--- src/rtl/sem_pkg.sv ---
package sem_pkg;
  typedef enum logic [1:0] {
    OWN_NONE = 2'd0,
    OWN_A    = 2'd1,
    OWN_B    = 2'd2
  } owner_e;
endpackage

--- src/rtl/sem_port_dec.sv ---
module sem_port_dec #(
  parameter int AW      = 14,
  parameter int DW      = 8,
  parameter int NUM_SEM = 8,
  localparam int IDX_W  = $clog2(NUM_SEM)
) (
  input  logic               sel_n_i,
  input  logic               ce_n_i,
  input  logic               we_i,
  input  logic               oe_i,
  input  logic [AW-1:0]      addr_i,
  input  logic [DW-1:0]      wdata_i,
  output logic [NUM_SEM-1:0] wr_o,
  output logic               wbit_o,
  output logic               rd_o,
  output logic [IDX_W-1:0]   idx_o
);
  logic acc;
  logic unused_bits;

  // semaphore space only while memory enable is inactive
  assign acc    = !sel_n_i && ce_n_i;
  assign idx_o  = addr_i[IDX_W-1:0];
  assign wbit_o = wdata_i[0];
  assign rd_o   = acc && !we_i && oe_i;
  assign unused_bits = ^{addr_i[AW-1:IDX_W], wdata_i[DW-1:1]};

  for (genvar i = 0; i < NUM_SEM; i++) begin : g_wr
    assign wr_o[i] = acc && we_i && (idx_o == IDX_W'(i));
  end
endmodule

--- src/rtl/sem_cell.sv ---
module sem_cell
  import sem_pkg::*;
(
  input  logic clk_i,
  input  logic rst_ni,
  input  logic wr_a_i,
  input  logic wbit_a_i,
  input  logic wr_b_i,
  input  logic wbit_b_i,
  output logic val_a_o,
  output logic val_b_o
);
  owner_e owner_q, owner_d;
  logic   req_a_q, req_b_q, req_a_d, req_b_d;

  always_comb begin
    req_a_d = wr_a_i ? ~wbit_a_i : req_a_q;
    req_b_d = wr_b_i ? ~wbit_b_i : req_b_q;
    // holder keeps while its claim stands; else A first, then B
    if (owner_q == OWN_A && req_a_d)      owner_d = OWN_A;
    else if (owner_q == OWN_B && req_b_d) owner_d = OWN_B;
    else if (req_a_d)                     owner_d = OWN_A;
    else if (req_b_d)                     owner_d = OWN_B;
    else                                  owner_d = OWN_NONE;
  end

  always_ff @(posedge clk_i or negedge rst_ni) begin
    if (!rst_ni) begin
      owner_q <= OWN_NONE;
      req_a_q <= 1'b0;
      req_b_q <= 1'b0;
    end else begin
      owner_q <= owner_d;
      req_a_q <= req_a_d;
      req_b_q <= req_b_d;
    end
  end

  assign val_a_o = (owner_q != OWN_A);
  assign val_b_o = (owner_q != OWN_B);

  p_owner_has_claim_r7: assert property (@(posedge clk_i) disable iff (!rst_ni)
    ((owner_q == OWN_A) -> req_a_q) && ((owner_q == OWN_B) -> req_b_q));

  p_grant_on_release_r7: assert property (@(posedge clk_i) disable iff (!rst_ni)
    (owner_q == OWN_A && wr_a_i && wbit_a_i && !wr_b_i && req_b_q) |=> owner_q == OWN_B);

  p_holder_kept_r6: assert property (@(posedge clk_i) disable iff (!rst_ni)
    (owner_q == OWN_B && !wr_b_i) |=> owner_q == OWN_B);

  p_cancel_r8: assert property (@(posedge clk_i) disable iff (!rst_ni)
    (owner_q == OWN_A && wr_b_i && wbit_b_i) |=> !req_b_q);

  p_tie_left_r9: assert property (@(posedge clk_i) disable iff (!rst_ni)
    (owner_q == OWN_NONE && wr_a_i && !wbit_a_i && wr_b_i && !wbit_b_i)
    |=> (owner_q == OWN_A && req_b_q));
endmodule

--- src/rtl/sem_rd_latch.sv ---
module sem_rd_latch #(
  parameter int DW      = 8,
  parameter int NUM_SEM = 8,
  localparam int IDX_W  = $clog2(NUM_SEM)
) (
  input  logic               clk_i,
  input  logic               rst_ni,
  input  logic               rd_i,
  input  logic [IDX_W-1:0]   idx_i,
  input  logic [NUM_SEM-1:0] vals_i,
  output logic [DW-1:0]      rdata_o
);
  always_ff @(posedge clk_i or negedge rst_ni) begin
    if (!rst_ni)   rdata_o <= '1;
    else if (rd_i) rdata_o <= {DW{vals_i[idx_i]}};
  end

  p_rd_hold_r10: assert property (@(posedge clk_i) disable iff (!rst_ni)
    !rd_i |=> $stable(rdata_o));

  p_rd_uniform_r10: assert property (@(posedge clk_i) disable iff (!rst_ni)
    (rdata_o == '0) || (rdata_o == '1));
endmodule

--- src/rtl/sem_bank_top.sv ---
module sem_bank_top #(
  parameter int AW      = 14,
  parameter int DW      = 8,
  parameter int NUM_SEM = 8,
  localparam int IDX_W  = $clog2(NUM_SEM)
) (
  input  logic          clk_i,
  input  logic          rst_ni,
  input  logic          a_sel_n_i,
  input  logic          a_ce_n_i,
  input  logic          a_we_i,
  input  logic          a_oe_i,
  input  logic [AW-1:0] a_addr_i,
  input  logic [DW-1:0] a_wdata_i,
  output logic [DW-1:0] a_rdata_o,
  input  logic          b_sel_n_i,
  input  logic          b_ce_n_i,
  input  logic          b_we_i,
  input  logic          b_oe_i,
  input  logic [AW-1:0] b_addr_i,
  input  logic [DW-1:0] b_wdata_i,
  output logic [DW-1:0] b_rdata_o
);
  logic [NUM_SEM-1:0] wr_a, wr_b, val_a, val_b;
  logic               wbit_a, wbit_b, rd_a, rd_b;
  logic [IDX_W-1:0]   idx_a, idx_b;

  sem_port_dec #(.AW(AW), .DW(DW), .NUM_SEM(NUM_SEM)) u_dec_a (
    .sel_n_i(a_sel_n_i), .ce_n_i(a_ce_n_i), .we_i(a_we_i), .oe_i(a_oe_i),
    .addr_i(a_addr_i), .wdata_i(a_wdata_i),
    .wr_o(wr_a), .wbit_o(wbit_a), .rd_o(rd_a), .idx_o(idx_a)
  );

  sem_port_dec #(.AW(AW), .DW(DW), .NUM_SEM(NUM_SEM)) u_dec_b (
    .sel_n_i(b_sel_n_i), .ce_n_i(b_ce_n_i), .we_i(b_we_i), .oe_i(b_oe_i),
    .addr_i(b_addr_i), .wdata_i(b_wdata_i),
    .wr_o(wr_b), .wbit_o(wbit_b), .rd_o(rd_b), .idx_o(idx_b)
  );

  for (genvar i = 0; i < NUM_SEM; i++) begin : g_sem
    sem_cell u_cell (
      .clk_i(clk_i), .rst_ni(rst_ni),
      .wr_a_i(wr_a[i]), .wbit_a_i(wbit_a),
      .wr_b_i(wr_b[i]), .wbit_b_i(wbit_b),
      .val_a_o(val_a[i]), .val_b_o(val_b[i])
    );
  end

  sem_rd_latch #(.DW(DW), .NUM_SEM(NUM_SEM)) u_rd_a (
    .clk_i(clk_i), .rst_ni(rst_ni), .rd_i(rd_a), .idx_i(idx_a),
    .vals_i(val_a), .rdata_o(a_rdata_o)
  );

  sem_rd_latch #(.DW(DW), .NUM_SEM(NUM_SEM)) u_rd_b (
    .clk_i(clk_i), .rst_ni(rst_ni), .rd_i(rd_b), .idx_i(idx_b),
    .vals_i(val_b), .rdata_o(b_rdata_o)
  );

  // a flag is never read as owned by both ports
  p_single_owner_r6: assert property (@(posedge clk_i) disable iff (!rst_ni)
    (val_a | val_b) == '1);
endmodule

--- config.mk ---
export PLATFORM = sky130hd
export DESIGN_NAME = sem_bank_top
export DESIGN_NICKNAME = d
export VERILOG_FILES = /design/src/rtl/sem_pkg.sv /design/src/rtl/sem_port_dec.sv /design/src/rtl/sem_cell.sv /design/src/rtl/sem_rd_latch.sv /design/src/rtl/sem_bank_top.sv
export SDC_FILE = /design/constraint.sdc
export NUM_CORES = 1
export LEC_CHECK = 0
export ABC_AREA = 1
export BUFFER_PORTS_ARGS = -buffer_cell sky130_fd_sc_hd__buf_2
export CAP_MARGIN = 30
export CELL_PAD_IN_SITES_DETAIL_PLACEMENT = 1
export CELL_PAD_IN_SITES_GLOBAL_PLACEMENT = 2
export CORE_MARGIN = 1.5
export CORE_UTILIZATION = 26
export DETAILED_ROUTE_END_ITERATION = 8
export HOLD_SLACK_MARGIN = 0.03
export PLACE_DENSITY_LB_ADDON = 0.1
export SYNTH_ARGS = -nofsm -noshare
export SYNTH_HDL_FRONTEND = slang
export SYNTH_SLANG_ARGS = --single-unit
--- constraint.sdc ---
create_clock -name clk_i -period 1.5 [get_ports clk_i]
set_clock_uncertainty 0.2 [all_clocks]
set_input_delay 0.45 -clock clk_i [delete_from_list [all_inputs] [get_ports clk_i]]
set_output_delay 0.45 -clock clk_i [all_outputs]
set_load 0.03 [all_outputs]
# Word level (Yosys, flattened, before mapping)
# Index checks and enable logic that the tools add are counted.
[totals] input_bits=54 output_inout_bits=16 regBits=34
[classes] eq_ne=46 reduce_logical=46 bitwise=2 mux=52 n_lt_le_gt_ge=2
[ops] op="$mux 2" count=32
[ops] op="$logic_and 1x1->1" count=40
[ops] op="$eq 3x3->1 const B" count=8
[ops] op="$mux 1" count=18
[ops] op="$eq 2x1->1 const B" count=8
[ops] op="$eq 2x2->1 const B" count=8
[ops] op="$ne 2x1->1 const B" count=8
[ops] op="$ne 2x2->1 const B" count=8
[ops] op="$eq 3x2->1 const B" count=4
[ops] op="$lt 3x4->1 const B" count=2
[ops] op="$bmux 1 s3" count=2
[ops] op="$eq 3x1->1 const B" count=2
[ops] op="$logic_not 3->1" count=2
[ops] op="$logic_not 1->1" count=4
[ops] op="$not 1->1" count=2

# Logic depth before layout (Yosys ltp)
[depth] depth_word=9 mapped_depth=9 mapped_depth_nobuf=9

# Hierarchy
# A second synthesis with hierarchy kept.
[hier_totals] hier_cells=392 area_unflattened_um2=2364.8
[modules_own_cells] mod="sem_cell" area_each_um2=214.0 seq_area_each_um2=100.1 instances=8 cells_per_inst=33
[modules_own_cells] mod="sem_rd_latch" area_each_um2=191.4 seq_area_each_um2=26.3 instances=2 cells_per_inst=36
[modules_own_cells] mod="sem_port_dec" area_each_um2=135.1 seq_area_each_um2=0.0 instances=2 cells_per_inst=28

# Least setup slack after synthesis
# No wires, ideal clock.
[synth_path] path_kind="reg2out" from="register, netlist name u_rd_a.rdata_o[0]" to="output a_rdata_o[1]" slack_ns=-0.017 path_buffers=1 path_stages_with_launch=2 arrival_time_ns=0.867 cell_sequence="dfstp_2 -> buf_4"
[synth_lines] element="to (decl)" line_no="sem_bank_top.sv:15" text="output logic [DW-1:0] a_rdata_o,"
# No word-level cell between the ends.

# Worst setup path in the final report
[layout_path] from="register, netlist name u_rd_b.rdata_o[0]" to="output b_rdata_o[6]"
[layout_lines] element="to (decl)" line_no="sem_bank_top.sv:22" text="output logic [DW-1:0] b_rdata_o"
# No word-level cell between the ends.

==> results.sh <==
export IMPL_finalCriticalPeriod_ns=1.74
export IMPL_htreeDepth=2
export IMPL_hold_path_class="flip-flop to flip-flop"
export IMPL_clockBufferDepth=2
export IMPL_gr_usage_all_layers=0.132
export IMPL_die_area_um2=8150
export IMPL_dieHeight_um=90.3
export IMPL_drive_gt1_frac=0.336
export IMPL_cp_end_kind="primary output"
export IMPL_die_w_um=90.3
export IMPL_synth_nets=325
export IMPL_grt_pass1_vias=1741
export IMPL_ir_drop_mv=0.540
export IMPL_ys_seq_area_frac=0.431
export IMPL_netSwitchingPower_mw=1.10
export IMPL_post_route_period_util=1.16
export IMPL_yosys_register_bits=34
export IMPL_hold_viol=0
export IMPL_cts_buffers=5
export IMPL_status="finished with violations"
export IMPL_power_frac_comb=0.349
export IMPL_viasPerCell=4.12
export IMPL_drt_first_pass_iters=4
export IMPL_root_buffer="clkbuf_8"
export IMPL_core_um2=7330
export IMPL_cts_tree="yes"
export IMPL_grt_pass1_wl_mm=8.31
export IMPL_yosys_warnings=0
export IMPL_clkLatencyLatePin_ns=0.29
export IMPL_vias=1754
export IMPL_rsz0062_at_grt="true"
export IMPL_max_slew_margin=0.787
export IMPL_p_int_mw=2.07
export IMPL_slew_viol_final=0
export IMPL_synth_cell_type_count=20
export IMPL_dp_hpwl_mm=3.93
export IMPL_ant_nets=0
export IMPL_hold_path_end="g_sem[7].u_cell.req_a_q"
export IMPL_r2r_slack_ns=0.26
export IMPL_seqPwrFrac=0.386
export IMPL_fin_ws_ns=-0.241
export IMPL_switching_share=0.348
export IMPL_holdPathStages=2
export IMPL_final_instance_count_excl_fill=426
export IMPL_clk_pin_slew_ns=0.07
export IMPL_grt_max_degree=19
export IMPL_finalWirelength_mm=4.96
export IMPL_powerDensity_nw_per_um2=1220
export IMPL_io_buffers=33
export IMPL_synth_cells=271
export IMPL_hp_start="g_sem[7].u_cell.req_a_q"
export IMPL_cts_sinks=34
export IMPL_initial_core_util=0.270
export IMPL_final_util=0.353
export IMPL_critPathRequiredTime_ns=0.85
export IMPL_nNetsFinal=380
export IMPL_fillers=919
export IMPL_startpoint_type="flip-flop"
export IMPL_p_leak_nw=1.40
export IMPL_setup_viol=16
export IMPL_power_share_clock=0.265
export IMPL_ios=70
export IMPL_crit_type="flip-flop to primary output"
export IMPL_wl_per_cell_um=11.6
export IMPL_antenna_found_initial=0
export IMPL_dp_cells=414
export IMPL_violations="negative setup slack"
export IMPL_max_freq_mhz=575
export IMPL_r2r_end="u_rd_b.rdata_o[0]"
export IMPL_grt_overflow_total=0
export IMPL_drtIter0Drc=105
export IMPL_syn_cell_area_um2=1980
export IMPL_area_growth_pct=30.8
export IMPL_reg2regPathDepth=6
export IMPL_critPathArrivalTime_ns=1.09
export IMPL_rows=31
export IMPL_crit_fanout=5
export IMPL_drc=0
export IMPL_r2r_start="g_sem[2].u_cell.owner_q[0]"
export IMPL_antenna_cells=0
export IMPL_gp_congestion=0.712
export IMPL_maxCapViolCount=0
export IMPL_syn_mean_instance_area_um2=7.31
export IMPL_tightest_slew_ns=0.318
==> stage by stage <==
step	TNS, ns	worst slack (ns)	cell area (um2)	power (mW)	hold slack, ns
after floorplan	-0.241	-0.0172	1980	1.97	-0.0456
after global routing	-4.29	-0.278	2590	3.40	0.319
after global placement	-1.63	-0.132	2370	2.21	0.163
after detailed placement	-2.04	-0.163	2370	2.23	0.165
after CTS	-3.82	-0.245	2580	3.22	0.304
final	-3.60	-0.241	2590	3.17	0.297
==> timing repair <==
item | 4_1_cts | 5_1_grt
resized for setup | 28 | 0
gates cloned | 0 | 0
buffers inserted | 2 | 1
setup endpoints to repair | 16 | 16
hold buffers | 1 | 0
endpoints found under the hold margin | 10 | 0
==> synth_stat cells <==
master | instances | area (um2)
nand2_4 | 2 | 22.5
inv_2 | 5 | 18.8
and2_1 | 2 | 12.5
dfrtp_1 | 32 | 801
nand4_1 | 2 | 12.5
buf_6 | 1 | 11.3
nor2_4 | 3 | 33.8
nor2_1 | 20 | 75.1
nor2_2 | 11 | 68.8
o21ai_1 | 5 | 25.0
nand3_1 | 10 | 50.1
dfstp_2 | 2 | 52.6
nand2_1 | 99 | 372
a21oi_2 | 2 | 17.5
a21oi_1 | 6 | 30.0
inv_1 | 37 | 139
nand2_2 | 8 | 50.1
o21ai_2 | 9 | 78.8
buf_4 | 14 | 105
o21ai_0 | 1 | 5.00
==> worst max-delay path, stage by stage (launching register included) <==
cell and delay [ns]:
dfstp_2 0.55, buf_6 0.13, buf_6 0.13
==> power groups by stage <==
stage	sequential, mW	clock (mW)	combinational [mW]
2_1_floorplan	1.25	0	0.717
3_3_place_gp	1.24	0	0.973
3_5_place_dp	1.24	0	0.985
4_1_cts	1.22	0.872	1.12
5_1_grt	1.25	0.914	1.24
6_report	1.22	0.840	1.11
==> metal layers <==
metal / part of all wire / vias up / global-route usage
met1: 0.49 / 800 / 0.172
met3: 0.036 / 5 / 0.0253
met4: 0.012 / 0 / 0.0437
li1: - / 911 / -
met2: 0.47 / 38 / 0.217
met5: 0 / - / 0
==> flip-flops by register name, indices dropped and copies added, names as in the netlist <==
signal / flops
g_sem.u_cell.owner_q: 16
g_sem.u_cell.req_a_q: 8
g_sem.u_cell.req_b_q: 8
u_rd_a.rdata_o: 1
u_rd_b.rdata_o: 1
==> layout by cell type, fill, tap and decap left out, types with 3 or more instances in the layout <==
master     n
nand3_1   10
dfrtp_1   32
buf_2     17
buf_6     10
nor2_4     3
inv_1     37
o21ai_2    9
nor2_1    20
nor2_2    11
o21ai_1    5
a21oi_1    6
clkbuf_8   5
buf_4     33
nand2_1   99
inv_2      5
nand2_2    8
==> logic make-up after synthesis <==
kind of cell	Yosys count	share of synthesized area
DFF	34	0.431
AOI/OAI and AO/OA	23	0.0790
and+or+nand+nor	157	0.352
buffers and inverters	57	0.138
==> worst max-delay path by stage <==
stage                 startpoint                          to  slack, ns  cells past startpoint
6_report       u_rd_b.rdata_o[0]                b_rdata_o[6]      -0.24                      2
5_1_grt        u_rd_b.rdata_o[0]                b_rdata_o[6]      -0.28                      2
4_1_cts        u_rd_b.rdata_o[0]                b_rdata_o[7]      -0.24                      2
3_5_place_dp            a_ce_n_i  g_sem[2].u_cell.owner_q[1]      -0.16                      9
3_3_place_gp           a_sel_n_i  g_sem[2].u_cell.owner_q[1]      -0.13                      8
2_1_floorplan  u_rd_a.rdata_o[0]                a_rdata_o[1]      -0.02                      1
==> area by class of cell <==
| cell class | count | area [um2] | area share |
|---|---|---|---|
| clock buffer | 7 | 76.3 | 0.0295 |
| inverter | 42 | 158 | 0.0609 |
| clock inverter | 1 | 30.0 | 0.0116 |
| sequential | 34 | 853 | 0.329 |
| timing repair buffer | 63 | 495 | 0.191 |
| multi-input combinational | 180 | 853 | 0.329 |
| tap | 99 | 124 | 0.0478 |
Note: power is estimated with default switching activity, not from simulation.
